--- config.mk ---
export PLATFORM = sky130hd
export DESIGN_NAME = alu_flag_unit
export DESIGN_NICKNAME = d
export VERILOG_FILES = /design/src/rtl/alu_pkg.sv /design/src/rtl/alu_bool_unit.sv /design/src/rtl/alu_adder.sv /design/src/rtl/alu_step_unit.sv /design/src/rtl/alu_cond_sel.sv /design/src/rtl/alu_flag_unit.sv
export SDC_FILE = /design/constraint.sdc
export NUM_CORES = 1
export LEC_CHECK = 0
export BUFFER_PORTS_ARGS = -buffer_cell sky130_fd_sc_hd__buf_2
export CAP_MARGIN = 20
export CORE_AREA = 10 10 168 170
export DETAILED_ROUTE_END_ITERATION = 8
export DIE_AREA = 0 0 178 180
export SLEW_MARGIN = 20
export SYNTH_ARGS = -nofsm -noshare
export SYNTH_HDL_FRONTEND = slang
export SYNTH_SLANG_ARGS = --single-unit
--- constraint.sdc ---
create_clock -name clk -period 9.9 [get_ports clk]
set_input_delay 0.99 -clock clk [delete_from_list [all_inputs] [get_ports clk]]
set_output_delay 0.99 -clock clk [all_outputs]
set_load 0.03 [all_outputs]
--- src/rtl/alu_pkg.sv ---
package alu_pkg;
  typedef enum logic [1:0] {
    U_BOOL = 2'b00,
    U_ADD  = 2'b01,
    U_SUBA = 2'b10,
    U_SUBB = 2'b11
  } unit_e;

  typedef enum logic [1:0] {
    S_SHL  = 2'b00,
    S_SHR  = 2'b01,
    S_MUL  = 2'b10,
    S_DIV  = 2'b11
  } step_e;

  localparam int OPW = 16;
endpackage

--- src/rtl/alu_bool_unit.sv ---
module alu_bool_unit #(
  parameter int W = 32
) (
  input  logic [W-1:0] a,
  input  logic [W-1:0] b,
  input  logic [3:0]   fn,
  output logic [W-1:0] y
);
  for (genvar i = 0; i < W; i++) begin : g_bit
    assign y[i] = fn[{a[i], b[i]}];
  end
endmodule

--- src/rtl/alu_adder.sv ---
module alu_adder #(
  parameter int W = 32
) (
  input  logic [W-1:0] x,
  input  logic [W-1:0] y,
  input  logic         cin,
  output logic [W-1:0] sum,
  output logic         cout,
  output logic         ovf
);
  logic [W:0] full;

  always_comb begin
    full = {1'b0, x} + {1'b0, y} + {{W{1'b0}}, cin};
    sum  = full[W-1:0];
    cout = full[W];
    ovf  = (x[W-1] == y[W-1]) && (full[W-1] != x[W-1]);
  end
endmodule

--- src/rtl/alu_step_unit.sv ---
module alu_step_unit
  import alu_pkg::*;
#(
  parameter int W = 32
) (
  input  logic [W-1:0] a,
  input  logic [W-1:0] b,
  input  logic         sin,
  input  logic         fcur,
  input  step_e        kind,
  output logic [W-1:0] res,
  output logic         sbit
);
  logic [W:0]   acc;
  logic [W-1:0] dsh;
  logic [W:0]   diff;
  logic         qbit;

  always_comb begin
    acc  = {1'b0, a} + (fcur ? {1'b0, b} : {(W+1){1'b0}});
    dsh  = {a[W-2:0], sin};
    diff = {1'b0, dsh} - {1'b0, b};
    qbit = a[W-1] | ~diff[W];
    unique case (kind)
      S_SHL: begin
        res  = {a[W-2:0], sin};
        sbit = a[W-1];
      end
      S_SHR: begin
        res  = {sin, a[W-1:1]};
        sbit = a[0];
      end
      S_MUL: begin
        res  = acc[W:1];
        sbit = acc[0];
      end
      default: begin
        res  = qbit ? diff[W-1:0] : dsh;
        sbit = qbit;
      end
    endcase
  end
endmodule

--- src/rtl/alu_cond_sel.sv ---
module alu_cond_sel #(
  parameter int W = 32
) (
  input  logic [W-1:0] val,
  input  logic         c,
  input  logic         v,
  input  logic [3:0]   code,
  output logic         hit
);
  logic z, n, lt;

  always_comb begin
    z  = (val == '0);
    n  = val[W-1];
    lt = n ^ v;
    unique case (code)
      4'd0:    hit = z;
      4'd1:    hit = ~z;
      4'd2:    hit = n;
      4'd3:    hit = ~n;
      4'd4:    hit = c;
      4'd5:    hit = ~c;
      4'd6:    hit = v;
      4'd7:    hit = ~v;
      4'd8:    hit = 1'b1;
      4'd9:    hit = 1'b0;
      4'd10:   hit = c & ~z;
      4'd11:   hit = ~c | z;
      4'd12:   hit = lt;
      4'd13:   hit = ~lt;
      4'd14:   hit = ~z & ~lt;
      default: hit = z | lt;
    endcase
  end
endmodule

--- src/rtl/alu_flag_unit.sv ---
module alu_flag_unit
  import alu_pkg::*;
#(
  parameter int W    = 32,
  parameter int LITW = 16
) (
  input  logic            clk,
  input  logic            rst_n,
  input  logic [W-1:0]    b_in,
  input  logic [W-1:0]    t_in,
  input  logic            lit_sel,
  input  logic [LITW-1:0] lit_in,
  input  logic [OPW-1:0]  op,
  output logic [W-1:0]    result,
  output logic            flag
);
  localparam int PADW = W - LITW;

  // operation word fields
  logic       is_step, flag_to_bus, flag_load, cin_from_flag, cin_const, sin_from_flag;
  logic [3:0] cond_code, bool_fn;
  unit_e      unit;
  step_e      skind;

  assign is_step       = op[15];
  assign flag_to_bus   = op[14];
  assign flag_load     = op[13];
  assign cond_code     = op[12:9];
  assign cin_from_flag = op[8];
  assign cin_const     = op[7];
  assign unit          = unit_e'(op[6:5]);
  assign bool_fn       = op[3:0];
  assign skind         = step_e'(op[12:11]);
  assign sin_from_flag = op[10];

  logic         flag_q, flag_d;
  logic [W-1:0] opnd_b, bool_y, add_x, add_y, add_sum, cmp_res, step_res, core_res;
  logic         add_c, add_v, cmp_c, cmp_v, cond_hit, step_bit, new_bit, cin;

  assign opnd_b = lit_sel ? {{PADW{1'b0}}, lit_in} : t_in;
  assign cin    = cin_from_flag ? flag_q : cin_const;

  always_comb begin
    unique case (unit)
      U_SUBA:  begin add_x = b_in;  add_y = ~opnd_b; end
      U_SUBB:  begin add_x = ~b_in; add_y = opnd_b;  end
      default: begin add_x = b_in;  add_y = opnd_b;  end
    endcase
  end

  alu_bool_unit #(.W(W)) u_bool (
    .a(b_in), .b(opnd_b), .fn(bool_fn), .y(bool_y)
  );

  alu_adder #(.W(W)) u_add (
    .x(add_x), .y(add_y), .cin(cin), .sum(add_sum), .cout(add_c), .ovf(add_v)
  );

  always_comb begin
    if (unit == U_BOOL) begin
      cmp_res = bool_y;
      cmp_c   = 1'b0;
      cmp_v   = 1'b0;
    end else begin
      cmp_res = add_sum;
      cmp_c   = add_c;
      cmp_v   = add_v;
    end
  end

  alu_cond_sel #(.W(W)) u_cond (
    .val(cmp_res), .c(cmp_c), .v(cmp_v), .code(cond_code), .hit(cond_hit)
  );

  alu_step_unit #(.W(W)) u_step (
    .a(b_in), .b(opnd_b), .sin(sin_from_flag & flag_q), .fcur(flag_q),
    .kind(skind), .res(step_res), .sbit(step_bit)
  );

  // next-state and output selection
  always_comb begin
    core_res = is_step ? step_res : cmp_res;
    new_bit  = is_step ? step_bit : cond_hit;
    flag_d   = flag_load ? new_bit : flag_q;
    result   = flag_to_bus ? {W{flag_d}} : core_res;
  end

  // flag register; rst_n is expected to be released synchronously upstream
  always_ff @(posedge clk or negedge rst_n) begin
    if (!rst_n) flag_q <= 1'b0;
    else if (flag_load) flag_q <= flag_d;
  end

  assign flag = flag_q;
endmodule

==> impl_metrics.py <==
metrics = {
    "clock_tree": {
        "clkSlewWorstSetupHoldPaths_ns": 0,
        "worst_skew_pair.late_latency_ns": 0,
        "cts_hold_buf": 0,
        "post-cts-setup-buffers": 0,
        "post_cts_resized": 0,
    },
    "sta": {
        "finalClockSkew_ns": 0,
        "fmax_mhz": 124,
        "grt_setup_unrepaired": "false",
        "period_share_pct": 81.1,
        "max_slew_margin_pct": 34.9,
        "finalHoldViolations": 0,
        "fin_tns_setup_ns": 0,
        "drv_slew": 0,
        "tightestPinTransition_ns": 0.976,
        "min_period_ns": 8.03,
        "layout_setup_ws_ns": 1.87,
        "setup_viol": 0,
    },
    "route": {
        "drcViolationCount": 0,
        "vias": 10300,
        "wirelength_mm": 36.1,
        "routedWlPerCell_um": 21.7,
        "drt-pass1-iter-count": 6,
        "drtAntennaViolNets": 0,
        "drt_first_iter_violations": 954,
        "via_per_inst": 6.17,
    },
    "placement": {
        "dpl-instance-area_um2": 9870,
        "gp_congestion": 0.958,
        "portBuffers": 130,
        "dpl.hpwl_mm": 29.1,
        "place_worst_setup_slack_ns": 2.09,
    },
    "global_routing": {
        "grt_usage_pct": 21.3,
        "grt_max_degree": 52,
        "antenna_found_initial": 2,
        "grt_pass1_wl_mm": 55.5,
        "grt_pass1_vias": 9998,
        "grt-ovfl-total": 0,
    },
    "synth": {
        "syn-num-nets": 1473,
        "synth_edf_count": 0,
        "synth-async-reset-ratio_pct": 100,
        "synth_top_area_cell": "ha_1",
        "syn-mean-instance-area_um2": 7.10,
        "synthTopCellsByArea": "ha_1, mux4_2, xnor2_1",
        "synth-seq-cells": 1,
        "synthDistinctLibCells": 82,
        "syn_area_um2": 9050,
        "synth_warnings": 0,
        "synth_seq_area_share_pct": 0.277,
        "syn_inst": 1275,
        "synth_ff_type": "dfrtp_1",
        "synth_top_area_share_pct": 13.1,
    },
    "worst_setup_path": {
        "crit_required_ns": 8.91,
        "worst_setup_path_end_kind": "output pin",
        "crit_type": "input pin to output pin",
        "start_kind": "input pin",
        "cp_data_arrival_time_ns": 7.04,
        "worst-path-max-fanout": 27,
    },
    "power_and_ir_drop": {
        "seq_power_share_pct": 0.7,
        "p_per_area_nw_per_um2": 104,
        "power.internal_mw": 0.391,
        "power.total_mw": 1.03,
        "clkPwrFrac_pct": 0,
        "switching_share_pct": 62.0,
        "peakVddDrop_mv": 0.0468,
        "p_comb_share_pct": 99.3,
        "p_sw_mw": 0.639,
        "leakage_nw": 4.13,
    },
    "floorplanning": {
        "fp-row-count": 58,
        "die_h_um": 180,
        "core_um2": 24900,
        "die_x_um": 178,
        "initial_core_util_pct": 36.4,
        "die_area_um2": 32000,
        "io_pins": 132,
    },
    "finish": {
        "final_util_pct": 39.7,
        "area_growth_pct": 9.14,
        "drive_above_1_share_pct": 15.4,
        "fillCellCount": 2629,
        "final_nets": 1535,
        "final_area_um2": 9880,
        "largest_register_ffs": 1,
    },
    "job": {
        "cap_violations": 0,
    },
    "status": {
        "outcome": "finished, final reports clean",
    },
    "hold_path": {
        "worstHoldPathType": "input pin to asynchronous set/reset pin",
    },
}
==> final timing paths <==
| check | slack, ns | depth (start not counted) | from | endpoint |
|---|---|---|---|---|
| worst max-delay path | 1.87 | 19 | lit_sel | result[11] |
| worst max register to register | 5.06 | 15 | flag$_DFFE_PN0P_ | flag$_DFFE_PN0P_ |
| max in group asynchronous | 9.00 | 1 | rst_n | flag$_DFFE_PN0P_ |
| worst min register to register | 1.06 | 3 | flag$_DFFE_PN0P_ | flag$_DFFE_PN0P_ |
| min in group clk | 1.06 | 3 | flag$_DFFE_PN0P_ | flag$_DFFE_PN0P_ |
| worst min-delay path | 0.79 | 1 | rst_n | flag$_DFFE_PN0P_ |
==> metrics by stage <==
stage,cells,hold WS (ns)
finish,1667,0.789
global placement,1665,0.793
global route,1666,0.792
detailed placement,1665,0.788
floorplan,1275,0.694
CTS,1665,0.789
==> layout by cell type (no fill, tap or decap), types with 27 or more instances in the layout <==
cell type	netlist	final
mux4_2	38	38
nor2_1	131	130
o21ai_0	90	90
nor2b_1	28	27
xnor2_1	93	93
xor2_1	42	42
a21o_1	40	40
nand2_1	87	86
a21oi_1	133	133
buf_2	7	130
inv_1	45	45
ha_1	95	95
==> cell type report <==
type	instances	area, µm²	area share, %
Multi-Input combinational cell	1149	8540	86.5
Timing Repair Buffer	140	726	7.35
Tap cell	330	413	4.18
Inverter	45	169	1.71
Sequential cell	1	25.0	0.253
Antenna cell	2	5.00	0.0507
==> cells by family (layout without fill, tap and decap cells) <==
logic type | count (synthesis) | after routing | synth area share [%]
compound gates | 465 | 465 | 33.9
xor+xnor | 135 | 135 | 13.1
fa+ha+maj | 99 | 99 | 14.0
buf+inv | 125 | 185 | 5.56
flops | 1 | 1 | 0.277
mux | 68 | 68 | 12.8
other cells | 0 | 2 | 0
simple gates | 382 | 382 | 20.4
==> layer usage <==
layer / global-route usage, % / up-vias / routed length [µm]
met1: 29.0 / 4797 / 15400
met4: 7.54 / 0 / 1430
met2: 33.8 / 483 / 16300
met5: 0 / - / 0
met3: 2.18 / 77 / 3000
li1: - / 4933 / -
==> Yosys cell counts, types with 5 or more instances <==
| cell | instances |
|---|---|
| a21o_1 | 40 |
| nor3_1 | 22 |
| o21ai_1 | 6 |
| a21oi_1 | 133 |
| clkbuf_1 | 52 |
| buf_1 | 14 |
| o41ai_1 | 6 |
| o221ai_1 | 10 |
| o31ai_1 | 25 |
| nor4_1 | 5 |
| mux4_2 | 38 |
| buf_2 | 7 |
| a211oi_1 | 20 |
| and2_1 | 9 |
| o21bai_1 | 19 |
| and4_1 | 6 |
| nand2_1 | 87 |
| nor2b_1 | 28 |
| inv_1 | 45 |
| mux2i_1 | 25 |
| xnor2_1 | 93 |
| nand2b_1 | 21 |
| nor2_1 | 131 |
| mux2_2 | 5 |
| ha_1 | 95 |
| nand3_1 | 24 |
| a221oi_1 | 11 |
| and3_1 | 8 |
| o21a_1 | 17 |
| nand3b_1 | 5 |
| a31oi_1 | 19 |
| o21ai_0 | 90 |
| o211ai_1 | 17 |
| xor2_1 | 42 |
| nand4_1 | 14 |
==> power groups by stage <==
stage	clock [mW]	sequential, mW	combinational [mW]
6_report	0.000000286	0.00744	1.02
5_1_grt	0.00000000000327	0.00737	1.11
4_1_cts	0	0.00721	1.00
3_5_place_dp	0	0.00719	0.999
3_3_place_gp	0	0.00726	0.994
2_1_floorplan	0	0.00776	0.741
==> critical path, stage by stage <==
cell       delay, ns
buf_2           0.45
mux2i_1         0.56
xor2_1          0.24
fa_1            0.23
inv_1           0.06
fa_1            0.46
a21o_1          0.25
a221oi_4        0.41
a211oi_2        0.15
o21ai_1         0.45
a31oi_1         0.23
nor4_1          0.23
a311oi_1        0.15
a2111oi_0       0.40
nand4b_1        0.29
nor3b_2         0.28
o21ai_4         0.65
o31ai_1         0.29
buf_2           0.26
(Power assumes the default switching activity.)
